## src/rtl/vdma_pkg.sv

```systemverilog
package vdma_pkg;
  localparam int WORD_W    = 16;
  localparam int IDX_W     = 3;
  localparam int DESC_LAST = 5;  // six descriptor words
  localparam int WB_LAST   = 2;  // three write-back words
  localparam int VEC_LAST  = 1;  // two vector halves

  localparam int MB_UNIT16 = 0;
  localparam int MB_MEMSRC = 1;
  localparam int MB_SFWD   = 2;
  localparam int MB_DFWD   = 3;
  localparam int MB_BURST  = 5;
  localparam int MB_CHAIN  = 7;

  typedef enum logic [2:0] {
    ST_IDLE, ST_VEC, ST_DESC, ST_SRC, ST_DST, ST_WB, ST_CHN
  } vdma_state_e;

  typedef struct packed {
    logic unit16;
    logic memsrc;
    logic sfwd;
    logic dfwd;
    logic burst;
    logic chain;
  } vdma_ctl_t;
endpackage

```

## src/rtl/vdma_req_slot.sv

```systemverilog
module vdma_req_slot #(
  parameter int SRC_W      = 5,
  parameter int LVL_W      = 3,
  parameter int ACCEPT_LVL = 7
) (
  input  logic             clk,
  input  logic             rst_n,
  input  logic             req_valid,
  input  logic [LVL_W-1:0] req_lvl,
  input  logic [SRC_W-1:0] req_src,
  input  logic             take,
  output logic             pend_v,
  output logic [SRC_W-1:0] pend_src
);
  localparam logic [LVL_W-1:0] LVL_OK = LVL_W'(ACCEPT_LVL);

  logic             accept;
  logic             v_n;
  logic [SRC_W-1:0] src_n;

  always_comb begin
    accept = req_valid && (req_lvl == LVL_OK) && (!pend_v || take);
    v_n    = pend_v;
    src_n  = pend_src;
    if (accept) begin
      v_n   = 1'b1;
      src_n = req_src;
    end else if (take) begin
      v_n = 1'b0;
    end
  end

  always_ff @(posedge clk or negedge rst_n) begin
    if (!rst_n) begin
      pend_v   <= 1'b0;
      pend_src <= '0;
    end else begin
      pend_v <= v_n;
      if (accept) pend_src <= src_n;
    end
  end
endmodule

```

## src/rtl/vdma_step.sv

```systemverilog
module vdma_step
  import vdma_pkg::*;
(
  input  logic              unit16,
  input  logic              sfwd,
  input  logic              dfwd,
  input  logic [WORD_W-1:0] cnt,
  input  logic [WORD_W-1:0] sadr,
  input  logic [WORD_W-1:0] dadr,
  output logic [WORD_W-1:0] cnt_nx,
  output logic [WORD_W-1:0] sadr_nx,
  output logic [WORD_W-1:0] dadr_nx,
  output logic              last
);
  logic [WORD_W-1:0] inc;

  always_comb begin
    inc     = unit16 ? WORD_W'(2) : WORD_W'(1);
    cnt_nx  = cnt - WORD_W'(1);
    sadr_nx = sfwd ? sadr + inc : sadr;
    dadr_nx = dfwd ? dadr + inc : dadr;
    last    = (cnt_nx == '0);
  end
endmodule

```

## src/rtl/vdma_lane.sv

```systemverilog
module vdma_lane
  import vdma_pkg::*;
(
  input  logic              unit16,
  input  logic              rd_lsb,
  input  logic              wr_lsb,
  input  logic [WORD_W-1:0] rdata,
  input  logic [WORD_W-1:0] wsrc,
  output logic [WORD_W-1:0] rd_val,
  output logic [WORD_W-1:0] wr_word,
  output logic [1:0]        wr_be
);
  localparam int HB = WORD_W / 2;

  always_comb begin
    if (unit16) begin
      rd_val  = rdata;
      wr_word = wsrc;
      wr_be   = 2'b11;
    end else begin
      rd_val  = {{HB{1'b0}}, (rd_lsb ? rdata[WORD_W-1:HB] : rdata[HB-1:0])};
      wr_word = {wsrc[HB-1:0], wsrc[HB-1:0]};
      wr_be   = wr_lsb ? 2'b10 : 2'b01;
    end
  end
endmodule

```

## src/rtl/vdma_chain_engine.sv

```systemverilog
module vdma_chain_engine
  import vdma_pkg::*;
#(
  parameter int SRC_W      = 5,
  parameter int LVL_W      = 3,
  parameter int ACCEPT_LVL = 7
) (
  input  logic              clk,
  input  logic              rst_n,
  input  logic              req_valid,
  input  logic [SRC_W-1:0]  req_src,
  input  logic [LVL_W-1:0]  req_lvl,
  input  logic [WORD_W-1:0] vec_base,
  output logic              mem_req,
  output logic              mem_we,
  output logic [WORD_W-1:0] mem_addr,
  output logic [WORD_W-1:0] mem_wdata,
  output logic [1:0]        mem_be,
  input  logic [WORD_W-1:0] mem_rdata,
  input  logic              mem_ready,
  output logic              busy,
  output logic              done
);
  vdma_state_e       st_q, st_n;
  logic [IDX_W-1:0]  idx_q, idx_n;
  logic [WORD_W-1:0] vec_q, vec_n, base_q, base_n;
  logic [WORD_W-1:0] cnt_q, cnt_n, sadr_q, sadr_n, dadr_q, dadr_n;
  logic [WORD_W-1:0] cad0_q, cad0_n, cad1_q, cad1_n, xdat_q, xdat_n;
  vdma_ctl_t         ctl_q, ctl_n;
  logic              done_q, done_n;

  logic              take, pend_v, ack, last;
  logic [SRC_W-1:0]  pend_src;
  logic [WORD_W-1:0] cnt_st, sadr_st, dadr_st;
  logic [WORD_W-1:0] rd_val, wr_word, wsrc;
  logic [1:0]        wr_be;

  vdma_req_slot #(.SRC_W(SRC_W), .LVL_W(LVL_W), .ACCEPT_LVL(ACCEPT_LVL)) u_slot (
    .clk(clk), .rst_n(rst_n), .req_valid(req_valid), .req_lvl(req_lvl),
    .req_src(req_src), .take(take), .pend_v(pend_v), .pend_src(pend_src)
  );

  vdma_step u_step (
    .unit16(ctl_q.unit16), .sfwd(ctl_q.sfwd), .dfwd(ctl_q.dfwd),
    .cnt(cnt_q), .sadr(sadr_q), .dadr(dadr_q),
    .cnt_nx(cnt_st), .sadr_nx(sadr_st), .dadr_nx(dadr_st), .last(last)
  );

  assign wsrc = ctl_q.memsrc ? xdat_q : sadr_q;

  vdma_lane u_lane (
    .unit16(ctl_q.unit16), .rd_lsb(sadr_q[0]), .wr_lsb(dadr_q[0]),
    .rdata(mem_rdata), .wsrc(wsrc),
    .rd_val(rd_val), .wr_word(wr_word), .wr_be(wr_be)
  );

  assign ack  = mem_req && mem_ready;
  assign busy = (st_q != ST_IDLE);
  assign done = done_q;

  // memory port drive
  always_comb begin
    mem_req   = 1'b0;
    mem_we    = 1'b0;
    mem_addr  = '0;
    mem_wdata = '0;
    mem_be    = 2'b11;
    case (st_q)
      ST_VEC: begin
        mem_req  = 1'b1;
        mem_addr = vec_q;
      end
      ST_DESC: begin
        mem_req  = 1'b1;
        mem_addr = base_q + WORD_W'({idx_q, 1'b0});
      end
      ST_SRC: begin
        mem_req  = 1'b1;
        mem_addr = {sadr_q[WORD_W-1:1], 1'b0};
      end
      ST_DST: begin
        mem_req   = 1'b1;
        mem_we    = 1'b1;
        mem_addr  = {dadr_q[WORD_W-1:1], 1'b0};
        mem_wdata = wr_word;
        mem_be    = wr_be;
      end
      ST_WB: begin
        mem_req   = 1'b1;
        mem_we    = 1'b1;
        mem_addr  = base_q + WORD_W'(2) + WORD_W'({idx_q, 1'b0});
        mem_wdata = (idx_q == 3'd0) ? cnt_q : (idx_q == 3'd1) ? sadr_q : dadr_q;
      end
      ST_CHN: begin
        mem_req   = 1'b1;
        mem_we    = 1'b1;
        mem_addr  = vec_q + WORD_W'({idx_q, 1'b0});
        mem_wdata = (idx_q == 3'd0) ? cad0_q : cad1_q;
      end
      default: ;
    endcase
  end

  // next state
  always_comb begin
    st_n   = st_q;   idx_n  = idx_q;  vec_n  = vec_q;  base_n = base_q;
    cnt_n  = cnt_q;  sadr_n = sadr_q; dadr_n = dadr_q;
    cad0_n = cad0_q; cad1_n = cad1_q; xdat_n = xdat_q; ctl_n  = ctl_q;
    done_n = 1'b0;
    take   = 1'b0;
    case (st_q)
      ST_IDLE: if (pend_v) begin
        take  = 1'b1;
        vec_n = vec_base + (WORD_W'(pend_src) << 2);
        st_n  = ST_VEC;
      end
      ST_VEC: if (ack) begin
        base_n = mem_rdata;
        idx_n  = '0;
        st_n   = ST_DESC;
      end
      ST_DESC: if (ack) begin
        case (idx_q)
          3'd0: ctl_n = '{unit16: mem_rdata[MB_UNIT16], memsrc: mem_rdata[MB_MEMSRC],
                          sfwd: mem_rdata[MB_SFWD], dfwd: mem_rdata[MB_DFWD],
                          burst: mem_rdata[MB_BURST], chain: mem_rdata[MB_CHAIN]};
          3'd1: cnt_n  = mem_rdata;
          3'd2: sadr_n = mem_rdata;
          3'd3: dadr_n = mem_rdata;
          3'd4: cad0_n = mem_rdata;
          default: cad1_n = mem_rdata;
        endcase
        if (idx_q == IDX_W'(DESC_LAST)) begin
          if (cnt_q == '0)        st_n = ST_IDLE;
          else if (ctl_q.memsrc)  st_n = ST_SRC;
          else                    st_n = ST_DST;
        end else begin
          idx_n = idx_q + 1'b1;
        end
      end
      ST_SRC: if (ack) begin
        xdat_n = rd_val;
        st_n   = ST_DST;
      end
      ST_DST: if (ack) begin
        cnt_n  = cnt_st;
        sadr_n = sadr_st;
        dadr_n = dadr_st;
        idx_n  = '0;
        if (ctl_q.burst && !last) st_n = ctl_q.memsrc ? ST_SRC : ST_DST;
        else                      st_n = ST_WB;
      end
      ST_WB: if (ack) begin
        if (idx_q == IDX_W'(WB_LAST)) begin
          idx_n = '0;
          if (cnt_q != '0) begin
            st_n = ST_IDLE;
          end else if (ctl_q.chain) begin
            st_n = ST_CHN;
          end else begin
            st_n   = ST_IDLE;
            done_n = 1'b1;
          end
        end else begin
          idx_n = idx_q + 1'b1;
        end
      end
      ST_CHN: if (ack) begin
        if (idx_q == IDX_W'(VEC_LAST)) begin
          st_n   = ST_IDLE;
          done_n = 1'b1;
        end else begin
          idx_n = idx_q + 1'b1;
        end
      end
      default: st_n = ST_IDLE;
    endcase
  end

  // registers
  always_ff @(posedge clk or negedge rst_n) begin
    if (!rst_n) begin
      st_q   <= ST_IDLE; idx_q  <= '0; vec_q  <= '0; base_q <= '0;
      cnt_q  <= '0;      sadr_q <= '0; dadr_q <= '0;
      cad0_q <= '0;      cad1_q <= '0; xdat_q <= '0;
      ctl_q  <= '0;      done_q <= 1'b0;
    end else begin
      st_q   <= st_n;
      idx_q  <= idx_n;
      done_q <= done_n;
      if (take) vec_q <= vec_n;
      if (ack) begin
        base_q <= base_n; cnt_q  <= cnt_n;  sadr_q <= sadr_n; dadr_q <= dadr_n;
        cad0_q <= cad0_n; cad1_q <= cad1_n; xdat_q <= xdat_n; ctl_q  <= ctl_n;
      end
    end
  end
endmodule

```

## config.mk

```make
export PLATFORM = sky130hd
export DESIGN_NAME = vdma_chain_engine
export DESIGN_NICKNAME = d
export VERILOG_FILES = /design/src/rtl/vdma_pkg.sv /design/src/rtl/vdma_req_slot.sv /design/src/rtl/vdma_step.sv /design/src/rtl/vdma_lane.sv /design/src/rtl/vdma_chain_engine.sv
export SDC_FILE = /design/constraint.sdc
export NUM_CORES = 1
export LEC_CHECK = 0
export BUFFER_PORTS_ARGS = -buffer_cell sky130_fd_sc_hd__buf_4
export CAP_MARGIN = 20
export CORE_ASPECT_RATIO = 0.5
export CORE_MARGIN = 2
export CORE_UTILIZATION = 55
export DETAILED_ROUTE_END_ITERATION = 6
export PLACE_DENSITY_LB_ADDON = 0.25
export REMOVE_ABC_BUFFERS = 1
export SYNTH_ARGS = -nofsm -noshare
export SYNTH_HDL_FRONTEND = slang
export SYNTH_SLANG_ARGS = --single-unit
```

## constraint.sdc

```tcl
create_clock -name clk -period 3 [get_ports clk]
set_input_delay 0.3 -clock clk [delete_from_list [all_inputs] [get_ports clk]]
set_output_delay 0.3 -clock clk [all_outputs]
set_load 0.01 [all_outputs]
```

=== Word level (Yosys, flattened, before mapping) ===
Cells that the tools add are included.

* Muxes and demuxes: 58
* Multipliers: 0
* $lt $le $gt $ge: 0
* Add/sub/neg operators: 9
* Shifts and indexed selects: 0
* Reduce and logical (&&, ||, !) cells: 31
* Div/mod/pow operators: 0
* Bitwise logic cells: 1
* Eq/ne operators: 30

{| class="wikitable"
|+ Operators by type and width
! operator !! number
|-
| $mux W16 || 11
|-
| $pmux W16 S2 || 3
|-
| $pmux W16 S6 || 1
|-
| $mux W3 || 22
|-
| $add A16 B4 Y16 || 3
|-
| $pmux W16 S3 || 1
|-
| $add A16 B16 Y16 || 2
|-
| $logic_not A16 Y1 || 2
|-
| $ne A2 B2 Y1 const B || 15
|-
| $pmux W3 S7 || 1
|-
| $eq A3 B3 Y1 const B || 6
|-
| $add A16 B2 Y16 const B || 1
|-
| $add A16 B7 Y16 || 1
|-
| $reduce_bool A16 Y1 || 1
|-
| $sub A16 B1 Y16 const B || 1
|-
| $reduce_and A3 Y1 || 5
|-
| $eq A3 B2 Y1 const B || 4
|-
| $mux W1 || 12
|-
| $pmux W3 S4 || 1
|-
| $reduce_and A10 Y1 || 1
|-
| $mux W2 || 4
|-
| $mux W8 || 1
|-
| $reduce_and A4 Y1 || 2
|-
| $reduce_and A7 Y1 || 1
|-
| other kinds (17) || 27
|}

* Memory bits (writable): 0
* Output and inout port bits: 38
* Latch bits: 0
* Word-level logic and storage cells: 148
* Input bits: 44
* Memories: 0
* Register bits: 147
* ROM bits: 0

=== Depth between registers and ports, before layout ===
Gate-level depths: netlist of run 1.

* Word-level depth: 7
* Depth in mapped cells: 16
* Mapped depth without buffers: 13

=== Hierarchy ===
Synthesis of run 1 repeated with hierarchy kept, for this count alone.

* Cell total of the unflattened synthesis: 1117
* Area, all modules: 10218.6 um^2

{| class="wikitable"
|+ Modules (own cells, without submodules)
! module !! area each (um^2) !! seq. area each (um^2) !! times used !! cells an instance
|-
| vdma_chain_engine || 8484.4 || 3528.4 || 1 || 908
|-
| vdma_step || 1113.6 || 0.0 || 1 || 155
|-
| vdma_lane || 372.9 || 0.0 || 1 || 38
|-
| vdma_req_slot || 247.7 || 150.1 || 1 || 16
|}

=== Worst setup path after synthesis of run 1 ===
Ideal clock, no wire load.

* Kind: flip-flop to output port
* From: register st_q[0]
* To: output port mem_addr[15]
* Data required time: 2.700 ns
* Arrival: 2.750 ns
* Stages on the path, launching flop included: 16
* Setup slack: -0.050 ns
* Path buffers: 2
* Path through: dfrtp_1 -> buf_2 -> nand2b_1 -> nor2_1 -> clkbuf_1 -> nand2_1 -> o21ai_0 -> ha_1 -> inv_1 -> fa_1 -> inv_1 -> a21oi_1 -> nor2_1 -> nand4b_1 -> xnor2_1 -> o21ai_0

* Cells in the longest elaborated chain, start to end: 2
* Elaborated cells between the ends (all ways): 7
* Classes of those cells: eq/ne: 6; mux: 1

{| class="wikitable"
|+ Ends and longest elaborated chain
! element !! line !! text
|-
| start: declaration || vdma_chain_engine.sv:24 || <nowiki>vdma_state_e st_q, st_n;</nowiki>
|-
| start signal: assignment || vdma_chain_engine.sv:188 || <nowiki>st_q <= st_n;</nowiki>
|-
| $eq A3 B3 Y1 (tied with other cells) || vdma_chain_engine.sv:68 || <nowiki>case (st_q)</nowiki>
|-
| $pmux W16 S6 (*) || vdma_chain_engine.sv:68 ||
|-
| end: declaration || vdma_chain_engine.sv:16 || <nowiki>output logic [WORD_W-1:0] mem_addr,</nowiki>
|}

Mark *: on every way between the ends. The rest lies on a longest branch, timed or not.

=== Final worst setup path of run 1 ===
* From: register idx_q[1]
* To: output port mem_addr[12]

* Cells in the longest elaborated chain, start to end: 2
* Elaborated cells between the ends (all ways): 4
* Classes of those cells: add/sub: 3; mux: 1

{| class="wikitable"
|+ Ends and longest elaborated chain
! element !! line !! text
|-
| start: declaration || vdma_chain_engine.sv:25 || <nowiki>logic [IDX_W-1:0] idx_q, idx_n;</nowiki>
|-
| start signal: assignment || vdma_chain_engine.sv:189 || <nowiki>idx_q <= idx_n;</nowiki>
|-
| $add A16 B4 Y16 (on tied branches) || vdma_chain_engine.sv:97, vdma_chain_engine.sv:75, vdma_chain_engine.sv:91 ||
|-
| $pmux W16 S6 (*) || vdma_chain_engine.sv:68 ||
|}

Marks and branches as above.

==> results of run 1 <==
-- power groups by stage --
stage | Clock (W) | Combinational [W] | Sequential (W)
2_1_floorplan | 0 | 0.00471 | 0.00377
3_3_place_gp | 0 | 0.00745 | 0.00403
3_5_place_dp | 0 | 0.00758 | 0.00409
4_1_cts | 0.00229 | 0.00807 | 0.00407
5_1_grt | 0.00238 | 0.00924 | 0.00425
6_report | 0.00229 | 0.00861 | 0.00417
-- kinds of logic (layout without fill, tap and decap cells) --
family / Yosys count / after routing / share of synthesized area [%]
AOI/OAI and AO/OA: 352 / 352 / 22.5
and+or+nand+nor: 342 / 342 / 16.0
DFF: 147 / 147 / 37.3
buffers and inverters: 116 / 223 / 4.80
muxes: 108 / 108 / 11.8
adders and majority gates: 31 / 31 / 4.31
xor gates and xnor gates: 38 / 38 / 3.37
-- final cells by class --
class | count | area [um^2] | area share, %
clock buffer | 18 | 439 | 3.67
clock inverter | 13 | 171 | 1.43
inverter | 34 | 130 | 1.09
multi-input combinational | 871 | 5960 | 49.9
sequential | 147 | 3680 | 30.7
tap | 234 | 293 | 2.45
timing repair buffer | 158 | 1290 | 10.8
-- cell usage after synthesis (7+ instances only) --
cell type,n
nor3_1,24
a221oi_1,19
nor2b_1,10
a21oi_1,90
a31oi_1,14
xor2_1,18
a22o_1,12
buf_2,22
inv_1,33
mux2_2,61
a222oi_1,7
a21o_1,9
mux2i_1,46
ha_1,26
and3_1,12
o21ai_0,106
o22a_1,16
nand2_1,138
nor2_1,88
dfrtp_1,147
o22ai_1,25
clkbuf_1,53
xnor2_1,20
nand3_1,26
-- path summary, 6_finish.rpt --
| kind | endpoint | slack, ns | cells after the start |
|---|---|---|---|
| worst max-delay path | mem_addr[12] | -0.29 | 11 |
| worst min-delay path | u_slot.pend_src[1]$_DFFE_PN0P_ | 0.08 | 3 |
| worst max register to register | dadr_q[6]$_DFFE_PN0P_ | 0.28 | 8 |
| worst min register to register | xdat_q[3]$_DFFE_PN0P_ | 0.48 | 2 |
| max in group asynchronous | cad1_q[4]$_DFFE_PN0P_ | 1.59 | 3 |
| min in group asynchronous | vec_q[0]$_DFFE_PN0P_ | 0.47 | 2 |
-- routing by layer --
layer	GRT usage, %	vias to the layer above	wire [um]
met5	0	-	0
met4	11.6	0	799
met3	10.8	73	4850
met2	51.1	659	14200
met1	53.8	4734	14800
li1	-	4321	-
-- timing repair --
item / 4_1_cts / 5_1_grt
pin swaps: 22 / 28
setup buffers: 11 / 11
endpoints found under the hold margin: 77 / 0
gates resized for setup: 40 / 29
hold buffers: 1 / 0
setup endpoints to repair: 14 / 25
cloned: 1 / 0
-- per-stage QoR --
| step | utilization, % | hold WS [ns] | std cells |
|---|---|---|---|
| finish | 68.4 | 0.0805 | 1475 |
| CTS | 67.2 | 0.0734 | 1465 |
| global route | 68.4 | 0.0995 | 1475 |
| floorplan | - | 0.00441 | 1052 |
| detailed placement | 62.3 | 0.397 | 1421 |
| global placement | 62.3 | 0.390 | 1421 |
-- tightest hold or removal path: cells and delay by family --
| kind | cells | cell delay, ns |
|---|---|---|
| AND/OR/NAND/NOR | 1 | 0.03 |
| AO/OA/AOI/OAI | 1 | 0.06 |
| buffers and inverters | 1 | 0.07 |
-- state kept, by name (all words and copies together) (netlist names) --
name             flops
base_q              16
cad0_q              16
cad1_q              16
cnt_q               16
ctl_q                6
dadr_q              16
done                 1
idx_q                3
sadr_q              16
st_q                 3
u_slot.pend_src      5
u_slot.pend_v        1
vec_q               16
xdat_q              16
==> out/metrics.yaml, run 1 <==
status: "finished, violations left"
violations: "DRC, setup timing"
relSlewSlack_pct: 35.5
die_h_um: 98.7
port_buffers: 81
numCtsBuffers: 17
cp_num_buf_inv: 2
clkSlewWorstSetupHoldPaths_ns: 0.06
antennaDiodeCount: 0
peakVddDrop_uv: 583
clock_latency_ns: 0.44
grt_pass1_vias: 9150
wl_per_cell_um: 23.5
min_from: "req_src[1]"
fp.coreArea_um2: 17500
p_per_area_nw_per_um2: 1260
crit_type: "reg -> out"
p_clk_share_pct: 15.2
cts-root-buf: "clkbuf_16"
crit_path_max_fanout: 3
dr.pass1.iters: 7
finalCriticalPeriod_ns: 3.29
setup_tns_ns: -1.49
initial_core_util_pct: 56.5
grtUsageTotal_pct: 36.4
vias: 9787
rsz0062_at_grt: "yes"
detail_route.iter0.violations: 1313
yosysSeqAreaShare_pct: 37.3
avgSynthCellArea_um2: 8.71
crit_chain: "ha_1 -> ha_2 -> inv_2 -> fa_2 -> nor2b_4 -> o21ai_4 -> nor3_2 -> xor2_1 -> a222oi_1 -> o41ai_2 -> buf_4"
htreeDepth: 4
die_w_um: 193
period_share_pct: 110
synth-edff-count: 0
synthArstFlopShare_pct: 100
route.antenna.remaining_nets: 0
grt_max_degree: 80
synth_top_area_cell: "dfrtp_1"
ys_ff_latch: 147
startpoint_type: "flip-flop"
r2r-start: "st_q[1]$_DFFE_PN0P_"
routed_wirelength_um: 34600
synth_top_area_share_pct: 37.3
overflow: 0
fin_ws_ns: -0.294
clk_path_buf_depth: 2
remaining_drc_errors: 3
cts_tree: "built"
place_congestion: 0.963
setup.worst_path.start: "idx_q[1]$_DFFE_PN0P_"
rows: 34
synthCells: 1134
fin_skew_ns: 0.0149
grt_pass1_wl_um: 53200
combPwrFrac_pct: 57.2
syn_area_um2: 9870
drv_slew: 0
layout.nets: 1304
report.final.hold_viol_count: 0
crit_family: "adder cells"
n_fill_cell: 1399
worstPathArrival_ns: 2.99
setup_viol: 12
clock-sinks: 147
hp-class: "in -> reg"
place_hpwl_um: 24000
final_common_cell: "dfrtp_1"
p_sw_share_pct: 46.5
antenna_found_initial: 0
fin_area_um2: 12000
dieArea_um2: 19100
fmax_mhz: 304
place_ws_ns: -0.155
finalPower_w: 0.0151
via_per_inst: 6.64
final_cell_mix: "147 x dfrtp_1, 146 x buf_4, 130 x nand2_1"
max_stage_delay_ns: 0.41
cpMaxStageDelayCell: "a222oi_1"
drv_cap: 0
end_kind: "primary output"
ys_warn_count: 0
worst_pin_slew_ns: 0.964
p_leak_nw: 5.28
ioPinCount: 82
synth.distinct_cells: 66
seq_power_share_pct: 27.6
drive_gt1_share_pct: 24.8
syn_to_final_growth_pct: 21.2
yosys-top-cells-area: "dfrtp_1 37%, mux2_2 7.0%, o21ai_0 5.4%"
ys.flop_type: "dfrtp_1"
critPathRequiredTime_ns: 2.70
p_int_w: 0.00806
postPlaceCellArea_um2: 10900
switching_power_w: 0.00700
Note: power is estimated with default switching activity, not from simulation.
==> run 2, diff against run 1 <==
--- a/config.mk
+++ b/config.mk
@@ -13,6 +13,7 @@
 export DETAILED_ROUTE_END_ITERATION = 6
 export PLACE_DENSITY_LB_ADDON = 0.25
 export REMOVE_ABC_BUFFERS = 1
+export SKIP_CTS_REPAIR_TIMING = 1
 export SYNTH_ARGS = -nofsm -noshare
 export SYNTH_HDL_FRONTEND = slang
 export SYNTH_SLANG_ARGS = --single-unit
==> run 2 against run 1 <==
The flow finishes with violations (setup timing); combinational power grew 1%; fmax shrank 2.3%; routed wire length grew 0.25%; non-clock buffer count is the same; highest routed layer unchanged; die area is the same; clock power is essentially flat; critical path depth is the same; flip-flop and latch count is the same; utilization grew 0.42 points; sequential power is essentially flat.
==> out/metrics.yaml, run 2 (synthesized netlist as in run 1, its figures left out) <==
status: "finished, violations left"
violations: "setup timing"
ioPinCount: 82  # unchanged
r2r-start: "st_q[1]$_DFFE_PN0P_"
r2r-end: "dadr_q[6]$_DFFE_PN0P_"
wl_per_cell_um: 23.5  # +0.25%
r2r_cells: 8  # unchanged
die_w_um: 193  # unchanged
clock-sinks: 147  # unchanged
layout.nets: 1304  # unchanged
worst_pin_slew_ns: 0.924  # -0.0395 ns
startpoint_type: "flip-flop"
dieArea_um2: 19100  # unchanged
fin_skew_ns: 0.0126  # -0.00222 ns
syn_to_final_growth_pct: 21.9
remaining_drc_errors: 0  # -3
worstPathArrival_ns: 3.07  # +0.08 ns
crit_type: "reg -> out"
crit_path_end: "mem_addr[12]"
route.antenna.remaining_nets: 0  # unchanged
grtUsageTotal_pct: 35.9  # -0.55 points
initial_core_util_pct: 56.5  # unchanged
antenna_found_initial: 0  # unchanged
place_ws_ns: -0.155  # unchanged
place_congestion: 0.963  # unchanged
clk_path_buf_depth: 2  # unchanged
place_hpwl_um: 24000  # unchanged
r2r_slack_ns: 0.31  # +0.03 ns
setup.worst_path.start: "idx_q[1]$_DFFE_PN0P_"
via_per_inst: 6.64  # about the same
grt_pass1_wl_um: 52300  # -1.6%
critPathRequiredTime_ns: 2.70  # about the same
dpl.cell_count: 1421  # unchanged
grt_pass1_vias: 9016  # -1.5%
final_cells: 1475  # unchanged
relSlewSlack_pct: 38.2  # +2.6 points
final_cell_mix: "147 x dfrtp_1, 141 x buf_4, 131 x nand2_1"
period_share_pct: 112  # +2.6 points
detail_route.iter0.violations: 1382  # +5.3%
htreeDepth: 4  # unchanged
port_buffers: 81  # unchanged
p_per_area_nw_per_um2: 1260  # +0.18%
postPlaceCellArea_um2: 10900  # unchanged
cpMaxStageDelayCell: "a222oi_1"
antennaDiodeCount: 0  # unchanged
p_leak_nw: 5.30  # +0.29%
max_stage_delay_ns: 0.47  # +0.06 ns
fin_area_um2: 12000  # +0.62%
dr.pass1.iters: 7  # unchanged
die_h_um: 98.7  # unchanged
peakVddDrop_uv: 571  # -1.9%
clkSlewWorstSetupHoldPaths_ns: 0.06  # about the same
end_kind: "primary output"
grt_max_degree: 80  # unchanged
routed_wirelength_um: 34700  # +0.25%
hp-class: "in -> reg"
fp.coreArea_um2: 17500  # unchanged
overflow: 0  # unchanged
numCtsBuffers: 17  # unchanged
report.final.hold_viol_count: 0  # unchanged
vias: 9789  # +0.020%
drv_slew: 0  # unchanged
hold_ws_ns: 0.0796  # -0.000900 ns
final_common_cell: "dfrtp_1"
clock_latency_ns: 0.44  # about the same
final_util_pct: 68.8  # +0.42 points
crit_chain: "ha_1 -> ha_2 -> inv_2 -> fa_2 -> nor2b_4 -> o21ai_4 -> nor3_2 -> xor2_1 -> a222oi_1 -> o41ai_2 -> buf_4"
cts-root-buf: "clkbuf_16"
cts_tree: "built"
drive_gt1_share_pct: 25.1  # +0.24 points
drv_cap: 0  # unchanged
rows: 34  # unchanged
fin_ws_ns: -0.370  # -0.0765 ns
crit_path_max_fanout: 4  # +1
setup_viol: 11  # -1
finalCriticalPeriod_ns: 3.37  # +0.0765 ns
rsz0062_at_grt: "yes"
fmax_mhz: 297  # -2.3%
-- run 2: cell count changes in the layout (fill, tap and decap cells not counted), sizes merged --
cell / previous run / this run
buf: 156 / 155
bufbuf: 1 / 0
inv: 39 / 38
clkinvlp: 1 / 2
clkbuf: 18 / 20
-- run 2: area by class of cell --
cell class	instances	area, um^2
clock buffers	18	439
clock inverters	13	171
fillers	1387	5450
inverters	34	131
multi-input cells	871	6000
flip-flops and latches	147	3680
well taps	234	293
repair buffers	158	1320
-- run 2: worst min path at each step --
stage | slack [ns] | depth (start not counted) | end | startpoint
finish | 0.08 | 3 | u_slot.pend_src[1]$_DFFE_PN0P_ | req_src[1]
global route | 0.1 | 2 | u_slot.pend_src[0]$_DFFE_PN0P_ | req_src[0]
CTS | -0.06 | 1 | idx_q[2]$_DFFE_PN0P_ | rst_n
detailed placement | 0.40 | 1 | vec_q[0]$_DFFE_PN0P_ | rst_n
global placement | 0.39 | 1 | vec_q[0]$_DFFE_PN0P_ | rst_n
floorplan | 0.004 | 0 | base_q[0]$_DFFE_PN0P_ | rst_n
-- run 2: layer usage --
metal / routed length, um / up-vias / global-route usage (%)
met5: 0 / - / 0
met4: 722 / 0 / 10.8
met3: 4780 / 66 / 10.7
met2: 14300 / 638 / 49.8
met1: 14900 / 4767 / 53.6
li1: - / 4318 / -
-- run 2: worst max-delay path, delay by kind of cell, from the launching register on --
kind / cells / cell delay (ns)
xor gates and xnor gates: 1 / 0.10
DFF: 1 / 0.40
and+or+nand+nor: 2 / 0.34
buffers and inverters: 2 / 0.22
AOI/OAI and AO/OA: 3 / 0.74
adders and majority gates: 3 / 0.85
-- run 2: stage by stage --
| stage | power, W | TNS, ns |
|---|---|---|
| floorplan | 0.00848 | -178.32 |
| global placement | 0.0115 | -0.0756 |
| detailed placement | 0.0117 | -0.234 |
| CTS | 0.0140 | -4.24 |
| global route | 0.0160 | -3.04 |
| finish | 0.0152 | -1.79 |
-- run 2: power by group --
part	internal [W]	switching [W]
Sequential	0.00290	0.00127
Clock	0.00134	0.000942
Combinational	0.00388	0.00485
Total	0.00813	0.00706
==> run 3, diff against run 2 <==
--- a/config.mk
+++ b/config.mk
@@ -11,9 +11,11 @@
 export CORE_MARGIN = 2
 export CORE_UTILIZATION = 55
 export DETAILED_ROUTE_END_ITERATION = 6
+export GPL_TIMING_DRIVEN = 0
 export PLACE_DENSITY_LB_ADDON = 0.25
 export REMOVE_ABC_BUFFERS = 1
 export SKIP_CTS_REPAIR_TIMING = 1
+export SLEW_MARGIN = 20
 export SYNTH_ARGS = -nofsm -noshare
 export SYNTH_HDL_FRONTEND = slang
 export SYNTH_SLANG_ARGS = --single-unit
==> run 3 against run 2 <==
The run still ends with setup timing left; final cell count grew 0.61%; register-to-register slack lost 0.22 ns; sequential power grew 3%; non-clock buffer count grew 5; utilization grew 0.49 points; total power grew 0.64%; critical endpoint is now mem_addr[7]; highest routed layer unchanged.
==> out/metrics.yaml, run 3 (synthesized netlist as in run 1, its figures left out) <==
status: "finished, violations left"
violations: "setup timing"
peakVddDrop_uv: 577  # +1.0%
ioPinCount: 82  # unchanged
cts-root-buf: "clkbuf_16"
fin_area_um2: 12100  # +0.72%
setup_viol: 17  # +6
fin_skew_ns: 0.0103  # -0.00229 ns
worst_pin_slew_ns: 1.11  # +0.182 ns
fin_ws_ns: -0.514  # -0.143 ns
die_h_um: 98.7  # unchanged
clock_latency_ns: 0.43  # about the same
p_clk_share_pct: 13.7  # -1.3 points
htreeDepth: 4  # unchanged
grtUsageTotal_pct: 32.7  # -3.1 points
final_cells: 1484  # +0.61%
end_kind: "primary output"
switching_power_w: 0.00724  # +2.6%
p_per_area_nw_per_um2: 1260  # about the same
hp-class: "in -> reg"
rows: 34  # unchanged
routed_wirelength_um: 35600  # +2.6%
cts_tree: "built"
p_leak_nw: 5.27  # -0.58%
drv_slew: 0  # unchanged
place_congestion: 0.960  # -0.29%
place_hpwl_um: 22400  # -6.7%
grt_max_degree: 82  # +2.5%
dpl.cell_count: 1376  # -3.2%
initial_core_util_pct: 56.5  # unchanged
r2r_slack_ns: 0.09  # -0.22 ns
via_per_inst: 6.84  # +3.1%
antennaDiodeCount: 0  # unchanged
vias: 10200  # +3.8%
dr.pass1.iters: 6  # -1
p_int_w: 0.00804  # -1.1%
combPwrFrac_pct: 58.1  # +0.6 points
grt_pass1_vias: 8563  # -5.0%
postPlaceCellArea_um2: 10600  # -2.6%
report.final.hold_viol_count: 0  # unchanged
drive_gt1_share_pct: 26.5  # +1.4 points
route.antenna.remaining_nets: 0  # unchanged
worstPathArrival_ns: 3.21  # +0.14 ns
port_buffers: 81  # unchanged
clock-sinks: 147  # unchanged
finalCriticalPeriod_ns: 3.51  # +0.143 ns
crit_type: "reg -> out"
fp.coreArea_um2: 17500  # unchanged
final_common_cell: "buf_4"
remaining_drc_errors: 0  # unchanged
seq_power_share_pct: 28.2  # +0.7 points
overflow: 0  # unchanged
clkSlewWorstSetupHoldPaths_ns: 0.06  # about the same
final_cell_mix: "144 x buf_4, 139 x dfrtp_1, 131 x nand2_1"
die_w_um: 193  # unchanged
layout.nets: 1312  # +0.61%
relSlewSlack_pct: 25.6  # -13 points
fmax_mhz: 285  # -4.1%
grt_pass1_wl_um: 48400  # -7.6%
critPathRequiredTime_ns: 2.70  # about the same
numCtsBuffers: 17  # unchanged
syn_to_final_growth_pct: 22.8
period_share_pct: 117  # +4.8 points
drv_cap: 0  # unchanged
startpoint_type: "flip-flop"
antenna_found_initial: 0  # unchanged
p_sw_share_pct: 47.4  # +0.91 points
wl_per_cell_um: 24.0  # +1.9%
clk_path_buf_depth: 2  # unchanged
rsz0062_at_grt: "yes"
crit_path_max_fanout: 7  # +3
detail_route.iter0.violations: 1674  # +21%
dieArea_um2: 19100  # unchanged
-- run 3: routing by layer --
layer  vias up  part of all wire (%)  global-route usage (%)
met3       168                    16                    10.5
met1      4804                    39                    47.9
met4         0                   4.0                    10.3
met2       840                    41                    45.9
met5         -                     0                       0
li1       4345                     -                       -
-- run 3: metrics by stage --
stage | power [W] | setup slack, ns | setup TNS [ns] | hold slack [ns] | util, %
floorplan | 0.00848 | -3.33 | -178.32 | 0.00441 | -
global placement | 0.0108 | -6.90 | -409.69 | 0.461 | 59.6
detailed placement | 0.0112 | -1.43 | -50.18 | 0.288 | 60.7
CTS | 0.0133 | -1.89 | -62.95 | -0.166 | 63.9
global route | 0.0160 | -0.615 | -6.50 | 0.0924 | 69.3
finish | 0.0153 | -0.514 | -5.03 | 0.0774 | 69.3
-- run 3: worst max-delay path, cell delays in order, from the launching register on --
cell,delay [ns]
dfrtp_4,0.53
nand2b_4,0.19
nor2_4,0.19
nand2_1,0.09
o21ai_1,0.11
ha_2,0.23
inv_2,0.05
fa_2,0.36
inv_2,0.09
a21oi_4,0.08
nor2_4,0.18
nand2_1,0.10
xnor2_1,0.13
o211ai_1,0.26
buf_4,0.18
-- run 3: path summary, 6_finish.rpt --
check / from / endpoint / cells past startpoint
max reg2reg: st_q[1]$_DFFE_PN0P_ / dadr_q[6]$_DFFE_PN0P_ / 6
min: req_src[1] / u_slot.pend_src[1]$_DFFE_PN0P_ / 3
max: st_q[0]$_DFFE_PN0P_ / mem_addr[7] / 14
max in group asynchronous: rst_n / st_q[1]$_DFFE_PN0P_ / 3
min in group asynchronous: rst_n / vec_q[1]$_DFFE_PN0P_ / 2
min reg2reg: xdat_q[6]$_DFFE_PN0P_ / xdat_q[6]$_DFFE_PN0P_ / 2
-- run 3: layout make-up --
| type | instances | area, um^2 |
|---|---|---|
| multi-input cells | 874 | 6070 |
| fillers | 1265 | 5360 |
| flip-flops and latches | 147 | 3700 |
| repair buffers | 163 | 1360 |
| clock buffers | 18 | 429 |
| well taps | 234 | 293 |
| inverters | 34 | 136 |
| clock inverters | 14 | 133 |
-- run 3: power by group through the flow --
stage	Combinational [W]	Clock [W]	Sequential (W)
after detailed placement	0.00695	0	0.00427
after floorplan	0.00471	0	0.00377
after global routing	0.00943	0.00217	0.00437
after CTS	0.00699	0.00208	0.00424
after global placement	0.00664	0	0.00419
final	0.00888	0.00209	0.00431
